--- src/rtl/rtc_pre_pkg.sv ---
`timescale 1ns/1ps
package rtc_pre_pkg;
  typedef enum logic [1:0] {
    SEL_OSC  = 2'b00,
    SEL_KHZ  = 2'b01,
    SEL_32HZ = 2'b10,
    SEL_1HZ  = 2'b11
  } clk_sel_e;

  localparam int RATE_W = 4;
endpackage

--- src/rtl/rtc_sync.sv ---
`timescale 1ns/1ps
module rtc_sync #(
  parameter int SYNC = 2
) (
  input  logic clk,
  input  logic rst_n,
  input  logic d,
  output logic q
);
  logic [SYNC-1:0] sh;

  always_ff @(posedge clk or negedge rst_n) begin
    if (!rst_n) sh <= '0;
    else        sh <= {sh[SYNC-2:0], d};
  end

  assign q = sh[SYNC-1];
endmodule

--- src/rtl/rtc_div_chain.sv ---
`timescale 1ns/1ps
module rtc_div_chain #(
  parameter int STAGES  = 15,
  parameter int KEEP    = 2,
  parameter int EXT_LSB = 9
) (
  input  logic              clk,
  input  logic              rst_n,
  input  logic              osc_q,
  input  logic              ext_q,
  input  logic              stop,
  input  logic              test_mode,
  output logic [STAGES-1:0] cnt
);
  localparam int LOW_W = EXT_LSB;
  localparam int UP_W  = STAGES - EXT_LSB;

  logic              osc_last, ext_last;
  logic              adv, ext_adv;
  logic [STAGES-1:0] nxt;
  logic [LOW_W-1:0]  lo;
  logic [UP_W-1:0]   up;

  assign adv     = osc_q & ~osc_last;
  assign ext_adv = ext_q & ~ext_last;

  always_comb begin
    lo  = cnt[LOW_W-1:0];
    up  = cnt[STAGES-1:LOW_W];
    nxt = cnt;
    if (test_mode) begin
      if (adv)     lo = lo + LOW_W'(1);
      if (ext_adv) up = up + UP_W'(1);
      nxt = {up, lo};
    end else if (adv) begin
      nxt = cnt + STAGES'(1);
    end
    if (stop) nxt[STAGES-1:KEEP] = '0;
  end

  always_ff @(posedge clk or negedge rst_n) begin
    if (!rst_n) begin
      cnt      <= '0;
      osc_last <= 1'b0;
      ext_last <= 1'b0;
    end else begin
      cnt      <= nxt;
      osc_last <= osc_q;
      ext_last <= ext_q;
    end
  end
endmodule

--- src/rtl/rtc_rate_gen.sv ---
`timescale 1ns/1ps
module rtc_rate_gen #(
  parameter int STAGES    = 15,
  parameter int TAP_4K    = 2,
  parameter int TAP_64    = 8,
  parameter int MIN_TICKS = 60
) (
  input  logic                           clk,
  input  logic                           rst_n,
  input  logic                           stop,
  input  logic [STAGES-1:0]              cnt,
  output logic                           tick,
  output logic [rtc_pre_pkg::RATE_W-1:0] rate_ce
);
  localparam int SEC_W = $clog2(MIN_TICKS);
  localparam int NTAP  = 3;
  localparam int TAPS [NTAP] = '{TAP_4K, TAP_64, STAGES-1};

  logic [NTAP-1:0]  rise;
  logic [NTAP-1:0]  prev;
  logic [SEC_W-1:0] sec_cnt;
  logic             wrap;

  for (genvar i = 0; i < NTAP; i++) begin : g_tap
    always_ff @(posedge clk or negedge rst_n) begin
      if (!rst_n) prev[i] <= 1'b0;
      else        prev[i] <= cnt[TAPS[i]];
    end
    assign rise[i] = cnt[TAPS[i]] & ~prev[i];
  end

  assign tick = rise[2];
  assign wrap = tick && (sec_cnt == SEC_W'(MIN_TICKS - 1));

  always_ff @(posedge clk or negedge rst_n) begin
    if (!rst_n)    sec_cnt <= '0;
    else if (stop) sec_cnt <= '0;
    else if (wrap) sec_cnt <= '0;
    else if (tick) sec_cnt <= sec_cnt + SEC_W'(1);
  end

  assign rate_ce = {wrap, rise};
endmodule

--- src/rtl/rtc_clkout_mux.sv ---
`timescale 1ns/1ps
module rtc_clkout_mux #(
  parameter int STAGES  = 15,
  parameter int TAP_1K  = 4,
  parameter int TAP_32  = 9,
  parameter int TAP_1HZ = 14
) (
  input  logic              osc_q,
  input  logic [STAGES-1:0] cnt,
  input  logic [1:0]        sel,
  input  logic              en,
  input  logic              test_mode,
  output logic              clkout,
  output logic              oe
);
  import rtc_pre_pkg::*;

  always_comb begin
    unique case (clk_sel_e'(sel))
      SEL_OSC:  clkout = osc_q;
      SEL_KHZ:  clkout = cnt[TAP_1K];
      SEL_32HZ: clkout = cnt[TAP_32];
      default:  clkout = cnt[TAP_1HZ];
    endcase
  end

  assign oe = en & ~test_mode;
endmodule

--- src/rtl/rtc_prescaler.sv ---
`timescale 1ns/1ps
module rtc_prescaler #(
  parameter int STAGES    = 15,
  parameter int KEEP      = 2,
  parameter int EXT_W     = 6,
  parameter int SYNC      = 2,
  parameter int MIN_TICKS = 60
) (
  input  logic       clk,
  input  logic       rst_n,
  input  logic       osc_in,
  input  logic       ext_clk_in,
  input  logic       stop,
  input  logic       test_mode,
  input  logic       clkout_en,
  input  logic [1:0] clkout_sel,
  output logic       sec_tick,
  output logic       clkout,
  output logic       clkout_oe,
  output logic [3:0] rate_ce
);
  localparam int EXT_LSB = STAGES - EXT_W;
  localparam int TAP_1HZ = STAGES - 1;
  localparam int TAP_32  = STAGES - 6;
  localparam int TAP_64  = STAGES - 7;
  localparam int TAP_1K  = STAGES - 11;
  localparam int TAP_4K  = STAGES - 13;

  logic              osc_q, ext_q;
  logic [STAGES-1:0] cnt;

  rtc_sync #(.SYNC(SYNC)) u_osc_sync (
    .clk(clk), .rst_n(rst_n), .d(osc_in), .q(osc_q)
  );

  rtc_sync #(.SYNC(SYNC)) u_ext_sync (
    .clk(clk), .rst_n(rst_n), .d(ext_clk_in), .q(ext_q)
  );

  rtc_div_chain #(.STAGES(STAGES), .KEEP(KEEP), .EXT_LSB(EXT_LSB)) u_chain (
    .clk(clk), .rst_n(rst_n), .osc_q(osc_q), .ext_q(ext_q),
    .stop(stop), .test_mode(test_mode), .cnt(cnt)
  );

  rtc_rate_gen #(.STAGES(STAGES), .TAP_4K(TAP_4K), .TAP_64(TAP_64),
                 .MIN_TICKS(MIN_TICKS)) u_rate (
    .clk(clk), .rst_n(rst_n), .stop(stop), .cnt(cnt),
    .tick(sec_tick), .rate_ce(rate_ce)
  );

  rtc_clkout_mux #(.STAGES(STAGES), .TAP_1K(TAP_1K), .TAP_32(TAP_32),
                   .TAP_1HZ(TAP_1HZ)) u_mux (
    .osc_q(osc_q), .cnt(cnt), .sel(clkout_sel), .en(clkout_en),
    .test_mode(test_mode), .clkout(clkout), .oe(clkout_oe)
  );
endmodule

--- config.mk ---
export PLATFORM = sky130hd
export DESIGN_NAME = rtc_prescaler
export DESIGN_NICKNAME = d
export VERILOG_FILES = /design/src/rtl/rtc_pre_pkg.sv /design/src/rtl/rtc_sync.sv /design/src/rtl/rtc_div_chain.sv /design/src/rtl/rtc_rate_gen.sv /design/src/rtl/rtc_clkout_mux.sv /design/src/rtl/rtc_prescaler.sv
export SDC_FILE = /design/constraint.sdc
export NUM_CORES = 1
export LEC_CHECK = 0
export ABC_AREA = 1
export BUFFER_PORTS_ARGS = -buffer_cell sky130_fd_sc_hd__buf_2
export CAP_MARGIN = 0
export CORE_ASPECT_RATIO = 0.8
export CORE_MARGIN = 5
export CORE_UTILIZATION = 41
export CTS_BUF_LIST = sky130_fd_sc_hd__clkbuf_8
export DETAILED_ROUTE_END_ITERATION = 10
export HOLD_SLACK_MARGIN = 0.12
export SLEW_MARGIN = 10
export SYNTH_ARGS = -nofsm -noshare
export SYNTH_HDL_FRONTEND = slang
export SYNTH_HIERARCHICAL = 1
export SYNTH_SLANG_ARGS = --single-unit
--- constraint.sdc ---
create_clock -name clk -period 1.63 [get_ports clk]
set_clock_uncertainty 0.1 [all_clocks]
set_input_delay 0.0815 -clock clk [delete_from_list [all_inputs] [get_ports clk]]
set_output_delay 0.0815 -clock clk [all_outputs]
set_load 0.01 [all_outputs]
==> Implementation_results.wiki <==
{| class="wikitable"
! Metric !! Value
|-
| Run status || completed
|-
| Wire length of the first global-routing pass || 5650 microns
|-
| H-tree Lvls || 2
|-
| Max clock buf depth || 2
|-
| Post-route antenna net violation count || 0
|-
| Placement Rows || 20
|-
| Final design instance area without fill || 1930 sq um
|-
| Worst Hold Depth || 6
|-
| Placer congestion estimate || 0.798
|-
| Pins Over Slew Limit || 0
|-
| CP startpoint kind || flip-flop
|-
| Unrepaired setup endpoints after global routing || false
|-
| Critical Path Fanout Max || 4
|-
| Height of the die || 67.0 microns
|-
| Drt via density || 4.48
|-
| Most frequent standard cell in the layout excluding fill and tap cells || nand2_1
|-
| Mean routed wirelength per cell || just over 10 microns
|-
| Number of vias after detailed routing || roughly 1300
|-
| Post-detail-place hpwl || about 2300 microns
|-
| Cell area after placement || between 1500 and 2000 sq um
|-
| Area enclosed by the die boundary || 5450 sq um
|-
| Leakage power total || 0.00102 uW
|-
| Number of antenna violations at the first check in global routing || 0
|-
| Yosys warns || 6
|-
| Fraction of final layout cells sized beyond drive strength 1 || 0.218
|-
| Netlist Area Pre-Place || between 1500 and 2000 sq um
|-
| Areal power density over the cells || 913 nW/um^2
|-
| Post-layout net count || 255
|-
| Top library cells by usage in the layout, fill and taps aside || nand2_1 (61), dfrtp_1 (30), inv_1 (29)
|-
| Clock-pin slew on the worst setup and hold paths || roughly 0.06 ns
|-
| Initial core utilization || 0.433
|-
| Slew @ Worst Pin || 0.682 ns
|-
| Remaining max-slew budget at the tightest pin || 0.546
|-
| TritonCTS Sinks || 30
|-
| Total of endpoints with negative setup slack in the final report || 0
|-
| Critical path endpoint category || output pin
|-
| # diodes || 0
|-
| Via count of the first global-routing pass || about 1300
|-
| Sequential-to-total area share from yosys stat || 0.450
|-
| Total iterations of the first detailed-routing run || 4
|-
| Final count of hold timing violations || 0
|-
| TritonCTS buffer count || 5
|-
| Share of the clock period used by the worst path after layout || 0.897
|-
| Largest net degree at the start of global routing || 31
|-
| Total wire length after detailed routing || 3100 microns
|-
| Die X || around 80 microns
|-
| Post-synthesis register bit count || 30
|-
| Count of cell types in the netlist || 27
|-
| Minimum period implied by the final worst setup slack || 1.46 ns
|-
| Number of instances in the synthesized netlist || 219
|-
| TritonCTS clock tree || done
|-
| Total congestion overflow after global routing || 0
|-
| Drt initial violations || 68
|-
| Quantity of I/O buffers inserted on ports || 15
|-
| Core ar. || 3850 sq um
|-
| Clock network latency to the later pin of the worst-skew pair || approximately 0.28 ns
|-
| Syn avg cell area || between 7 and 8 sq um
|-
| Residual DRC count || 0
|-
| Required time at the worst-slack endpoint || 1.45 ns
|-
| Max cap viols || 0
|-
| Global router's overall resource usage || 0.137
|-
| I/O pin total || 16
|-
| Startpoint-to-endpoint class of the critical path || reg -> out
|-
| Classification of the worst-slack hold path || in -> reg
|-
| Worst vdd ir || slightly below 0.5 mV
|-
| Syn_nets || 232
|-
| Setup TNS || 0 ns
|-
| Synthesis-to-finish area growth || 15.8%
|-
| Critical path arrival || ~1.3 ns
|-
| Number of cells on the worst reg-to-reg path || 8
|-
| Fmax || 684 MHz
|-
| Buffer cell driving the clock tree root || clkbuf_8
|}
-- final cells by class --
class                   instances  area (sq um)
fillers                       391          1920
repair buffers                 19           115
clock inverters                 3          40.0
multi-input cells             148           744
well taps                      55          68.8
flip-flops and latches         30           751
clock buffers                   5          68.8
inverters                      38           144
-- synthesized netlist by cell type --
| cell type | n | area share |
|---|---|---|
| a21oi_1 | 7 | 0.021 |
| a2bb2oi_1 | 1 | 0.0053 |
| a31oi_1 | 1 | 0.0038 |
| buf_4 | 2 | 0.0090 |
| clkbuf_8 | 1 | 0.0083 |
| clkinv_1 | 1 | 0.0022 |
| clkinv_2 | 1 | 0.0030 |
| dfrtp_1 | 30 | 0.45 |
| ha_1 | 4 | 0.030 |
| inv_1 | 29 | 0.065 |
| inv_2 | 7 | 0.016 |
| nand2_1 | 61 | 0.14 |
| nand2_2 | 7 | 0.026 |
| nand2_4 | 2 | 0.014 |
| nand3_1 | 16 | 0.048 |
| nand3_2 | 2 | 0.012 |
| nand3b_1 | 1 | 0.0045 |
| nand4_1 | 1 | 0.0038 |
| nor2_1 | 24 | 0.054 |
| nor2_2 | 6 | 0.023 |
| nor2_4 | 3 | 0.020 |
| nor3_1 | 1 | 0.0030 |
| o21ai_0 | 4 | 0.012 |
| o21ai_1 | 3 | 0.0090 |
| o21ai_2 | 2 | 0.011 |
| o21bai_1 | 1 | 0.0045 |
| xor2_1 | 1 | 0.0053 |
-- report_power, final --
part	switching [uW]	total, uW	internal (uW)	leakage [uW]
clock network	273	721	449	0.0000579
registers	46.8	836	790	0.000399
logic	128	205	76.9	0.000564
total	448	1760	1320	0.00102
-- path summary, 6_finish.rpt --
path                              startpoint                to  slack (ns)
setup / recovery           u_rate/sec_cnt[0]        rate_ce[3]        0.17
hold / removal                     test_mode   u_chain/cnt[12]        0.14
setup reg to reg              u_chain/cnt[1]   u_chain/cnt[14]        0.27
hold reg to reg             u_ext_sync/sh[0]  u_ext_sync/sh[1]        0.25
max in group asynchronous              rst_n  u_osc_sync/sh[0]        0.71
min in group asynchronous              rst_n   u_chain/cnt[11]        0.28
-- what timing repair did --
| action | 4_1_cts | 5_1_grt |
|---|---|---|
| endpoints found under the setup margin | 0 | 0 |
| resized for setup | 0 | 0 |
| hold endpoints to repair | 33 | 0 |
| setup buffers | 0 | 0 |
| hold buffers | 4 | 0 |
-- critical path, cell delays in order (launching register included) --
cell	delay (ns)
dfrtp_1	0.40
ha_1	0.23
nand3_2	0.12
nor2_4	0.13
buf_2	0.13
-- sequential cells by signal (all words and copies together) (netlist names) --
register / cells
u_rate/sec_cnt: 6
u_chain/osc_last: 1
u_chain/ext_last: 1
u_rate/prev: 3
u_ext_sync/sh: 2
u_chain/cnt: 15
u_osc_sync/sh: 2
-- metrics by stage --
stage | setup slack, ns | hold slack, ns | power [uW] | std cells | util
floorplan | 0.381 | -0.314 | 985 | 219 | -
global placement | 0.284 | 0.0698 | 1050 | 286 | 0.463
detailed placement | 0.280 | 0.0714 | 1050 | 286 | 0.463
CTS | 0.145 | 0.141 | 1800 | 298 | 0.501
global route | 0.0150 | 0.182 | 1880 | 298 | 0.501
finish | 0.168 | 0.143 | 1760 | 298 | 0.501
-- logic make-up (layout without fill, tap and decap cells) --
group	count (synthesis)	after routing	share of synthesized area
xor+xnor	1	1	0.00525
simple gates	124	124	0.345
compound gates	19	19	0.0660
buf+inv	41	65	0.104
flops	30	30	0.450
fa+ha+maj	4	4	0.0300
-- routing by layer --
metal	global-route usage	vias to the layer above	wire length, microns
met5	0	-	0
met1	0.191	590	1650
met3	0.0419	4	175
li1	-	716	-
met4	0.0570	0	33
met2	0.195	25	1240
Power figures use the tool's default switching activity.
